===== src/rtl/alu_pkg.sv =====
package alu_pkg;

  typedef enum logic [3:0] {
    OP_ADD  = 4'd0,
    OP_ADDC = 4'd1,
    OP_SUB  = 4'd2,
    OP_SUBR = 4'd3,
    OP_NEG  = 4'd4,
    OP_INC  = 4'd5,
    OP_DEC  = 4'd6,
    OP_ABS  = 4'd7,
    OP_AND  = 4'd8,
    OP_OR   = 4'd9,
    OP_XOR  = 4'd10,
    OP_NOT  = 4'd11,
    OP_DSGN = 4'd12,
    OP_DSTP = 4'd13,
    OP_RSV0 = 4'd14,
    OP_RSV1 = 4'd15
  } alu_op_e;

  typedef struct packed {
    logic z;
    logic n;
    logic c;
    logic v;
    logic s;
    logic q;
  } alu_flags_t;

endpackage


===== src/rtl/alu_operand_bank.sv =====
module alu_operand_bank #(
  parameter int WIDTH = 16,
  parameter int DEPTH = 2,
  localparam int IW = (DEPTH > 1) ? $clog2(DEPTH) : 1
) (
  input  logic             clk,
  input  logic             rst,
  input  logic             wr_en,
  input  logic [IW-1:0]    wr_idx,
  input  logic [WIDTH-1:0] wr_data,
  input  logic [IW-1:0]    alu_idx,
  output logic [WIDTH-1:0] alu_data,
  input  logic [IW-1:0]    bus_idx,
  output logic [WIDTH-1:0] bus_data
);

  logic [WIDTH-1:0] regs [DEPTH];

  for (genvar g = 0; g < DEPTH; g++) begin : g_reg
    always_ff @(posedge clk) begin
      if (rst) begin
        regs[g] <= '0;
      end else if (wr_en && (wr_idx == IW'(g))) begin
        regs[g] <= wr_data;
      end
    end
  end

  // Two independent read ports: one for the ALU, one for the bus
  assign alu_data = regs[alu_idx];
  assign bus_data = regs[bus_idx];

endmodule


===== src/rtl/alu_core.sv =====
module alu_core
  import alu_pkg::*;
#(
  parameter int WIDTH = 16
) (
  input  logic [3:0]       op,
  input  logic [WIDTH-1:0] x,
  input  logic [WIDTH-1:0] y,
  input  alu_flags_t       cur,
  output logic [WIDTH-1:0] res,
  output alu_flags_t       nxt,
  output logic             legal
);

  localparam logic [WIDTH-1:0] MOST_NEG = {1'b1, {(WIDTH-1){1'b0}}};
  localparam int MSB = WIDTH - 1;

  logic [WIDTH-1:0] add_a, add_b;
  logic             add_ci;
  logic [WIDTH:0]   add_sum;
  logic             add_v;
  logic [WIDTH-1:0] step_base;

  assign step_base = {y[MSB-1:0], cur.q};

  // Operand steering into the single shared adder
  always_comb begin
    add_a  = x;
    add_b  = y;
    add_ci = 1'b0;
    unique case (op)
      OP_ADD:  begin add_a = x; add_b = y;       add_ci = 1'b0;   end
      OP_ADDC: begin add_a = x; add_b = y;       add_ci = cur.c;  end
      OP_SUB:  begin add_a = x; add_b = ~y;      add_ci = 1'b1;   end
      OP_SUBR: begin add_a = y; add_b = ~x;      add_ci = 1'b1;   end
      OP_NEG,
      OP_ABS:  begin add_a = '0; add_b = ~x;     add_ci = 1'b1;   end
      OP_INC:  begin add_a = x; add_b = '0;      add_ci = 1'b1;   end
      OP_DEC:  begin add_a = x; add_b = '1;      add_ci = 1'b0;   end
      OP_DSTP: begin
        add_a  = step_base;
        add_b  = cur.q ? x : ~x;
        add_ci = ~cur.q;
      end
      default: begin add_a = x; add_b = y;       add_ci = 1'b0;   end
    endcase
  end

  assign add_sum = {1'b0, add_a} + {1'b0, add_b} + {{WIDTH{1'b0}}, add_ci};
  assign add_v   = (add_a[MSB] == add_b[MSB]) && (add_sum[MSB] != add_a[MSB]);

  always_comb begin
    res   = add_sum[MSB:0];
    nxt   = cur;
    legal = 1'b1;
    unique case (op)
      OP_ADD, OP_ADDC, OP_SUB, OP_SUBR, OP_NEG, OP_INC, OP_DEC: begin
        res   = add_sum[MSB:0];
        nxt.c = add_sum[WIDTH];
        nxt.v = add_v;
      end
      OP_ABS: begin
        res   = x[MSB] ? add_sum[MSB:0] : x;
        nxt.c = 1'b0;
        nxt.v = (x == MOST_NEG);
        nxt.s = x[MSB];
      end
      OP_AND, OP_OR, OP_XOR, OP_NOT: begin
        case (op)
          OP_AND:  res = x & y;
          OP_OR:   res = x | y;
          OP_XOR:  res = x ^ y;
          default: res = ~x;
        endcase
        nxt.c = 1'b0;
        nxt.v = 1'b0;
      end
      OP_DSGN: begin
        res   = y;
        nxt.c = 1'b0;
        nxt.v = 1'b0;
        nxt.q = y[MSB] ^ x[MSB];
      end
      OP_DSTP: begin
        res   = add_sum[MSB:0];
        nxt.c = 1'b0;
        nxt.v = 1'b0;
        nxt.q = add_sum[MSB] ^ x[MSB];
      end
      default: begin
        legal = 1'b0;
      end
    endcase
    nxt.z = (res == '0);
    nxt.n = res[MSB];
  end

endmodule


===== src/rtl/alu_status_reg.sv =====
module alu_status_reg
  import alu_pkg::*;
#(
  parameter int WIDTH = 16
) (
  input  logic             clk,
  input  logic             rst,
  input  logic             load,
  input  logic [WIDTH-1:0] res_in,
  input  alu_flags_t       flags_in,
  output logic [WIDTH-1:0] res_q,
  output alu_flags_t       flags_q
);

  always_ff @(posedge clk) begin
    if (rst) begin
      res_q   <= '0;
      flags_q <= '0;
    end else if (load) begin
      res_q   <= res_in;
      flags_q <= flags_in;
    end
  end

endmodule


===== src/rtl/dsp_alu_unit.sv =====
module dsp_alu_unit
  import alu_pkg::*;
#(
  parameter int WIDTH = 16,
  parameter int REGS  = 2,
  localparam int IW = (REGS > 1) ? $clog2(REGS) : 1
) (
  input  logic             clk,
  input  logic             rst,
  input  logic             op_valid,
  input  logic [3:0]       op_code,
  input  logic [IW:0]      x_sel,
  input  logic [IW:0]      y_sel,
  input  logic [WIDTH-1:0] rbus_in,
  input  logic             bus_wr_en,
  input  logic [IW:0]      bus_wr_addr,
  input  logic [WIDTH-1:0] bus_wr_data,
  input  logic [IW:0]      bus_rd_addr,
  output logic [WIDTH-1:0] bus_rd_data,
  output logic [WIDTH-1:0] result,
  output logic             flag_z,
  output logic             flag_n,
  output logic             flag_c,
  output logic             flag_v,
  output logic             flag_s,
  output logic             flag_q
);

  logic [WIDTH-1:0] xreg_alu, xreg_bus, yreg_alu, yreg_bus;
  logic [WIDTH-1:0] x_opnd, y_opnd, core_res;
  alu_flags_t       flags_cur, flags_nxt;
  logic             core_legal;

  // Top address bit picks the bank (0 = X, 1 = Y)
  alu_operand_bank #(.WIDTH(WIDTH), .DEPTH(REGS)) u_xbank (
    .clk      (clk),
    .rst      (rst),
    .wr_en    (bus_wr_en && !bus_wr_addr[IW]),
    .wr_idx   (bus_wr_addr[IW-1:0]),
    .wr_data  (bus_wr_data),
    .alu_idx  (x_sel[IW-1:0]),
    .alu_data (xreg_alu),
    .bus_idx  (bus_rd_addr[IW-1:0]),
    .bus_data (xreg_bus)
  );

  alu_operand_bank #(.WIDTH(WIDTH), .DEPTH(REGS)) u_ybank (
    .clk      (clk),
    .rst      (rst),
    .wr_en    (bus_wr_en && bus_wr_addr[IW]),
    .wr_idx   (bus_wr_addr[IW-1:0]),
    .wr_data  (bus_wr_data),
    .alu_idx  (y_sel[IW-1:0]),
    .alu_data (yreg_alu),
    .bus_idx  (bus_rd_addr[IW-1:0]),
    .bus_data (yreg_bus)
  );

  assign x_opnd = x_sel[IW] ? rbus_in : xreg_alu;
  assign y_opnd = y_sel[IW] ? result  : yreg_alu;

  alu_core #(.WIDTH(WIDTH)) u_core (
    .op    (op_code),
    .x     (x_opnd),
    .y     (y_opnd),
    .cur   (flags_cur),
    .res   (core_res),
    .nxt   (flags_nxt),
    .legal (core_legal)
  );

  alu_status_reg #(.WIDTH(WIDTH)) u_stat (
    .clk      (clk),
    .rst      (rst),
    .load     (op_valid && core_legal),
    .res_in   (core_res),
    .flags_in (flags_nxt),
    .res_q    (result),
    .flags_q  (flags_cur)
  );

  always_ff @(posedge clk) begin
    if (rst) begin
      bus_rd_data <= '0;
    end else begin
      bus_rd_data <= bus_rd_addr[IW] ? yreg_bus : xreg_bus;
    end
  end

  assign flag_z = flags_cur.z;
  assign flag_n = flags_cur.n;
  assign flag_c = flags_cur.c;
  assign flag_v = flags_cur.v;
  assign flag_s = flags_cur.s;
  assign flag_q = flags_cur.q;

endmodule


===== config.mk =====
export PLATFORM = sky130hd
export DESIGN_NAME = dsp_alu_unit
export DESIGN_NICKNAME = d
export VERILOG_FILES = /design/src/rtl/alu_pkg.sv /design/src/rtl/alu_operand_bank.sv /design/src/rtl/alu_core.sv /design/src/rtl/alu_status_reg.sv /design/src/rtl/dsp_alu_unit.sv
export SDC_FILE = /design/constraint.sdc
export NUM_CORES = 1
export LEC_CHECK = 0
export BUFFER_PORTS_ARGS = -buffer_cell sky130_fd_sc_hd__buf_2
export CORE_ASPECT_RATIO = 0.8
export CORE_MARGIN = 1
export CORE_UTILIZATION = 45
export DETAILED_ROUTE_END_ITERATION = 6
export PLACE_DENSITY = 0.7
export SYNTH_ARGS = -nofsm -noshare
export SYNTH_HDL_FRONTEND = slang
export SYNTH_HIERARCHICAL = 1
export SYNTH_SLANG_ARGS = --single-unit
export TNS_END_PERCENT = 30

===== constraint.sdc =====
create_clock -name clk -period 16.3 [get_ports clk]
set_input_delay 2.445 -clock clk [delete_from_list [all_inputs] [get_ports clk]]
set_output_delay 2.445 -clock clk [all_outputs]
set_load 0.01 [all_outputs]

==> results.md, run 1 <==
- Outcome: finished with violations
- Failing checks: design-rule violations
- Sequential-to-total area share from yosys stat: between 30 and 40%
- Final Critical Period: 7.73 ns
- Clk sink count: 102
- Fillers: between 1500 and 2000
- Post-Place Worst Slack: about 8.3 ns
- Post-route insts no fill: between 1000 and 1500
- Worst setup path startpoint: op_code[1]
- Iter 0 DRT Violations: 881
- Crit end category: flop
- Die H: ~120 um
- CTS max path bufs: 2
- Setup CP Type: in2reg
- Critical R2R Capture: u_stat/flags_q[5]
- First-pass GRT wire length: ~37000 um
- # setup viols final: 0
- Gr ovfl total: 0
- MaxCap Viol Count: 0
- PD cells: 95.3 nW/um2
- Post-DP HPWL: 17200 um
- Crit path DAT: 8.03 ns
- Die ar.: about 19000 um2
- WL/cell: 21.3 um
- Commonest non-fill, non-tap cell in the layout: nor2_1
- Via Count: 6811
- RSZ-0062 raised after global routing: false
- Postcts setup bufs: 0
- Initial Util: a little under half
- Mapped Avg Cell Area: 10.0 um2
- Post-Route WL: 23800 um
- Layout cells sized above 1: 24.3%
- Maximum VDD drop: 0.0000538 V
- Worst min path class: reg2reg
- Synth warn: 6
- Cts hold-fix bufs: 0
- Synthesized instance count: 833
- Layout area overhead: 7.79%
- Worst-path maximum fanout: 32
- Post-synthesis net count: 930
- Ports: 86
- Leakage: 3.91 nW
- Vias in the first global route: 6505
- Slew @ Worst Pin: 1.09 ns
- Startpoint types: input pin
- Post-Synthesis Cell Area: 8340 um2
- Ant diodes: 0
- # H-tree levels: 3
- CTS tree: yes
- Slew Limit Fails: 0
- First-pass detailed-route iteration total: 7
- Final Total Pwr: 857 uW
- Synth cell types: 64
- Setup slack, reg-to-reg: approximately 12 ns
- Worst-path clk slew: roughly 0.080 ns
- Slew margin rel.: around 27%
- Final WS setup: 8.57 ns
- Worst r2r path cells: 16
- WP data required: 16.60 ns
- Hold Path Cell Cnt: 2
- Post-placement cell count: 1102
- DRC: 1
- Die width: 154 um
- Ys flop type: edfxtp_1
- Asr flop ratio synth: 0%
- Post-route ant nets: 0
- Max Freq: around 130 MHz
- End of the critical path: u_stat/flags_q[5]
- Clk root buf: clkbuf_16
- Min Hold Slack: 0.509 ns
- Overall routing resource usage: 25.9%
- Most frequent cells in the layout: nor2_1 (130), buf_2 (85), edfxtp_1 (64), mux2_4 (60), inv_1 (57)
- Core area: 18200 um2
- Port Buf Inserts: 85
- Tcrit/Tclk final: 47.4%
- Gpl congestion: 0.932
- Vias per Instance: 6.09
- R2R Path Start: u_xbank/regs[1][0]
- Number of synthesized flops with an enable pin: 64
- CTS buffer count: 9
- Hold Vio Cnt, Final: 0
- Worst skew pair latency: 0.36 ns
- Seq cells post-synth: roughly 100
- CTS resizes: 0
- Largest net degree at the start of global routing: 75
- Row cnt: 44
- Total negative slack: 0 ns
- Initial antenna violation count: 1
- Nets: 980
- Final clock skew: between 0.008 and 0.009 ns
routing by layer:
| metal | global-route usage, % | vias up | wire length (um) |
|---|---|---|---|
| met2 | 40.7 | 350 | 10400 |
| li1 | - | 3161 | - |
| met3 | 4.18 | 36 | 1840 |
| met4 | 7.56 | 0 | 439 |
| met1 | 36.8 | 3264 | 11100 |
| met5 | 0 | - | 0 |
metrics by stage:
stage	utilization, %	area, um2
after detailed placement	47.7	8670
after global placement	47.7	8670
after CTS	49.5	8990
after global routing	49.5	8990
final	49.5	8990
after floorplan	-	8340
Yosys cell counts, drive strengths merged, types with 3 or more instances:
cell	instances	share of area (%)
o221ai	16	1.7
a21o	6	0.54
a221o	7	0.84
and2	6	0.48
or3	4	0.30
nor2	130	5.9
dfxtp	38	9.1
o22ai	9	0.68
nor4	4	0.38
nand2b	41	3.1
a22oi	6	0.54
clkbuf	21	0.95
mux4	5	1.4
mux2	97	16
mux2i	51	6.1
xor2	6	0.63
a31oi	3	0.23
o21a	17	1.5
nand2	20	0.90
buf	34	4.4
nand3	7	0.42
a222oi	19	2.3
inv	58	2.6
o41ai	3	0.32
o21ai	26	1.6
edfxtp	64	23
nor3	8	0.48
xnor2	7	0.74
ha	47	7.1
nor2b	4	0.30
a21oi	35	2.1
a221oi	3	0.32
o211ai	6	0.54
report_power, final:
group	internal (mW)	switching [mW]
Clock	0.126	0.105
Combinational	0.132	0.180
Sequential	0.298	0.0159
cell type report:
class                           instances  area, um2  area share, %
Clock inverter                          6       77.6          0.863
Timing Repair Buffer                   94        493           5.48
Sequential cell                       102       2680           29.8
Tap cell                              230        288           3.20
Multi-Input combinational cell        618       4990           55.5
Clock buffer                           10        239           2.66
Inverter                               58        218           2.42
sequential cells by signal, indices dropped and copies added (netlist names):
signal          count
u_stat/res_q       16
u_stat/flags_q      6
u_ybank/regs       32
bus_rd_data        16
u_xbank/regs       32
critical path, stage by stage:
cell      delay (ns)
buf_2           0.58
nand2b_1        0.56
nor2_1          0.08
buf_4           0.22
nor2_1          0.80
a221o_1         0.31
fa_1            0.19
inv_1           0.06
fa_1            0.45
nand2b_1        0.18
a21oi_1         0.41
or3_1           0.19
nand3_1         0.09
or4b_1          0.52
or4_1           0.51
nor4_2          0.22
mux2i_1         0.10
nor2_1          0.09
how the worst min path moves through the flow:
stage,from,endpoint,slack [ns]
global route,u_stat/flags_q[4],u_stat/flags_q[4],0.54
floorplan,u_stat/flags_q[4],u_stat/flags_q[4],0.53
finish,u_stat/flags_q[4],u_stat/flags_q[4],0.51
CTS,u_stat/flags_q[4],u_stat/flags_q[4],0.52
global placement,u_stat/flags_q[4],u_stat/flags_q[4],0.47
detailed placement,u_stat/flags_q[4],u_stat/flags_q[4],0.50
cell families after synthesis:
family / count (synthesis) / synth area share [%]
AOI/OAI and AO/OA: 173 / 14.9
xor gates and xnor gates: 13 / 1.37
adders and majority gates: 49 / 7.53
buffers and inverters: 113 / 7.98
DFF: 102 / 32.2
muxes: 153 / 23.3
and+or+nand+nor: 230 / 12.8
No activity file was read; power rests on OpenSTA's default activity.
==> inputs of run 2 (changes only) <==
--- a/config.mk
+++ b/config.mk
@@ -5,12 +5,13 @@
 export SDC_FILE = /design/constraint.sdc
 export NUM_CORES = 1
 export LEC_CHECK = 0
+export ABC_AREA = 1
 export BUFFER_PORTS_ARGS = -buffer_cell sky130_fd_sc_hd__buf_2
 export CORE_ASPECT_RATIO = 0.8
 export CORE_MARGIN = 1
 export CORE_UTILIZATION = 45
 export DETAILED_ROUTE_END_ITERATION = 6
-export PLACE_DENSITY = 0.7
+export PLACE_DENSITY = 0.69
 export SYNTH_ARGS = -nofsm -noshare
 export SYNTH_HDL_FRONTEND = slang
 export SYNTH_HIERARCHICAL = 1
==> constraint.sdc (replaced) <==
create_clock -name clk -period 7.3 [get_ports clk]
set_input_delay 1.095 -clock clk [delete_from_list [all_inputs] [get_ports clk]]
set_output_delay 1.095 -clock clk [all_outputs]
set_load 0.01 [all_outputs]
==> run 2 against run 1 <==
  * The run now ends clean
  * First-iteration DRC count grew 19%
  * Largest power group unchanged
  * Register-to-register slack lost 8.4 ns
  * Flip-flop and latch count is the same
  * Critical endpoint unchanged
  * Worst hold slack lost 0.019 ns
==> results.md, run 2 <==
- Most used cell, CP: nand2_1
- Worst-path clk slew: roughly 0.08 ns
- Number of synthesized flops with an enable pin: 64
- Sequential-to-total area share from yosys stat: 30.4%
- First-pass GRT wire length: 45600 um
- Setup slack, reg-to-reg: around 3.3 ns
- Outcome: finished, final reports clean
- Register area: between 2000 and 3000 um2
- Worst r2r path cells: 24
- DRC: 0
- Die ar.: slightly above 20000 um2
- # setup viols final: 0
- R2R Path Start: u_ybank/regs[0][4]
- Hold path startpoint: u_stat/flags_q[4]
- Top flop regs: u_xbank/regs: 32 flops, u_ybank/regs: 32 flops
- Cts hold-fix bufs: 0
- Synth warn: 6
- Post-Route WL: 30200 um
- CTS tree: yes
- Most instantiated cells after synthesis: nand2_1 (374), inv_1 (258), nor2_1 (164)
- Vias per Instance: 5.39
- Postcts setup bufs: 0
- Total negative slack: 0 ns
- Worst skew pair latency: about 0.35 ns
- Clk sink count: 102
- Via Count: slightly above 9000
- CTS resizes: 0
- Overall routing resource usage: 30.6%
- Hold Path Cell Cnt: 2
- Row cnt: 45
- Total stage count of the critical path: 24
- Die H: 127 um
- Crit end category: flop
- Setup CP Type: in2reg
- Synth top area share: 21.8%
- Crit path DAT: 5.16 ns
- PD cells: 190 nW/um2
- Fillers: 2010
- Post-placement cell count: 1674
- Final Critical Period: between 4 and 5 ns
- Top cell family by delay on the critical path: simple AND/OR/NAND/NOR gates
- Hold Vio Cnt, Final: 0
- Hold EP: u_stat/flags_q[4]
- Final Total Pwr: 1.84 mW
- Worst setup path startpoint: op_code[1]
- Final clock skew: 0.0107 ns
- Post-route ant nets: 0
- Layout area overhead: 9.56%
- Gr ovfl total: 0
- Post-DP HPWL: 23300 um
- First-pass detailed-route iteration total: 5
- Crit path cell chain: buf_2, inv_1, nor2_1, nand2_1, o22ai_1, nor3_1, a22oi_1, fa_1, inv_1, fa_1, nand2_1, nand2_1, o22ai_1, nor2_1, nand2_1, nand2_1, nand2_1, nor2_1, nand4_1, nor3_2, inv_1, nand2_1, nand2_1, nor2_1
- Largest net degree at the start of global routing: 65
- Slowest stage delay, CP: 0.58 ns
- Gate power share: between 30 and 40%
- Slew margin rel.: a little over a quarter
- Ant diodes: 0
- Synthesized instance count: around 1400
- Post-route insts no fill: 1690
- Commonest non-fill, non-tap cell in the layout: nand2_1
- Maximum VDD drop: 0.000103 V
- Initial antenna violation count: 0
- Max Freq: 205 MHz
- Die width: 159 um
- Tcrit/Tclk final: 66.7%
- CTS max path bufs: 2
- MaxCap Viol Count: 0
- RSZ-0062 raised after global routing: false
- Port Buf Inserts: 85
- Worst min path class: reg2reg
- Post-Synthesis Cell Area: 8820 um2
- Critical R2R Capture: u_stat/flags_q[5]
- Initial Util: a little under half
- # H-tree levels: 3
- Sw power: 732 uW
- Post-synthesis net count: 1461
- Iter 0 DRT Violations: 1048
- Most frequent cells in the layout: nand2_1 (374), inv_1 (258), nor2_1 (164), o21ai_0 (105), buf_2 (85)
- Nets: 1524
- Crit path buf inv count: 4
- Ports: 86
- Mapped Avg Cell Area: 6.47 um2
- Seq pwr share: a little under two fifths
- Seq cells post-synth: about 100
- Worst-path maximum fanout: 17
- Gpl congestion: around 1.0
- WP data required: between 7 and 8 ns
- Area contributors post-synth: edfxtp_1 (22%), nand2_1 (16%), inv_1 (11%), dfxtp_1 (8.6%), nor2_1 (7.0%)
- Core area: around 19000 um2
- CP max-delay cell: fa_1
- Slew Limit Fails: 0
- Leakage: 4.93 nW
- Pint: between 1 and 1.5 mW
- Asr flop ratio synth: 0%
- Clk root buf: clkbuf_16
- CTS buffer count: 9
- Ys flop type: edfxtp_1
- Clk network pwr share: 26.4%
- Startpoint types: input pin
- Slew @ Worst Pin: 1.09 ns
- Synth cell types: 40
- Sw frac: approximately two fifths
- WL/cell: between 15 and 20 um
- Vias in the first global route: ~8000
- Multi-input logic area: ~4800 um2
- Layout cells sized above 1: approximately 13%
- Most frequent cell after synthesis: nand2_1
- Area leader, netlist: edfxtp_1
[run 2: cell count changes after synthesis, sizes merged, moves of 16 or more]
cell / previous run / this run
nor2: 130 / 213
o21ai: 26 / 115
mux2i: 51 / 0
nand3: 7 / 65
a222oi: 19 / 0
mux2: 97 / 0
nand2: 20 / 380
inv: 58 / 270
o21a: 17 / 0
o211ai: 6 / 22
nand2b: 41 / 0
[run 2: power groups by stage]
stage	logic [mW]	clock network, mW	registers [mW]
2_1_floorplan	0.433	0	0.701
3_3_place_gp	0.644	0	0.696
3_5_place_dp	0.646	0	0.697
4_1_cts	0.650	0.495	0.684
5_1_grt	0.741	0.518	0.689
6_report	0.668	0.485	0.684
[run 2: through the flow]
stage | worst slack (ns) | area [um2] | hold WS, ns | util [%]
final | 2.43 | 9670 | 0.489 | 50.6
after global placement | 2.25 | 9370 | 0.459 | 49.1
after CTS | 2.58 | 9670 | 0.492 | 50.6
after global routing | 2.07 | 9670 | 0.527 | 50.6
after detailed placement | 2.19 | 9370 | 0.481 | 49.1
after floorplan | 3.16 | 8820 | 0.492 | -
[run 2: worst min-delay path, delay by kind of cell (launching register included)]
kind / cells / cell delay [ns]
DFF: 1 / 0.32
and+or+nand+nor: 2 / 0.13
[run 2: cell families after synthesis]
family,count (synthesis),share of synthesized area (%)
flops,102,30.4
buf+inv,319,15.1
simple gates,686,33.7
compound gates,206,13.5
xor+xnor,2,0.199
fa+ha+maj,49,7.12
[run 2: worst max-delay path by stage]
stage | endpoint | slack [ns]
floorplan | u_stat/flags_q[5] | 3.16
global placement | u_stat/flags_q[5] | 2.25
detailed placement | u_stat/flags_q[5] | 2.19
CTS | u_stat/flags_q[5] | 2.58
global route | u_stat/flags_q[5] | 2.07
finish | u_stat/flags_q[5] | 2.43
[run 2: metal layers]
layer	part of all wire, %	vias up	GRT usage [%]
met5	0	-	0
met2	40	532	42.3
li1	-	4426	-
met1	45	4106	46.5
met3	13	44	7.56
met4	1.9	0	8.48
[run 2: area by class of cell]
| class | count | share of cell area, % |
|---|---|---|
| clock buffer | 9 | 2.33 |
| clock inverter | 7 | 0.764 |
| inverter | 271 | 10.5 |
| multi-input combinational | 943 | 49.7 |
| sequential | 102 | 27.8 |
| tap | 258 | 3.34 |
| timing repair buffer | 100 | 5.57 |
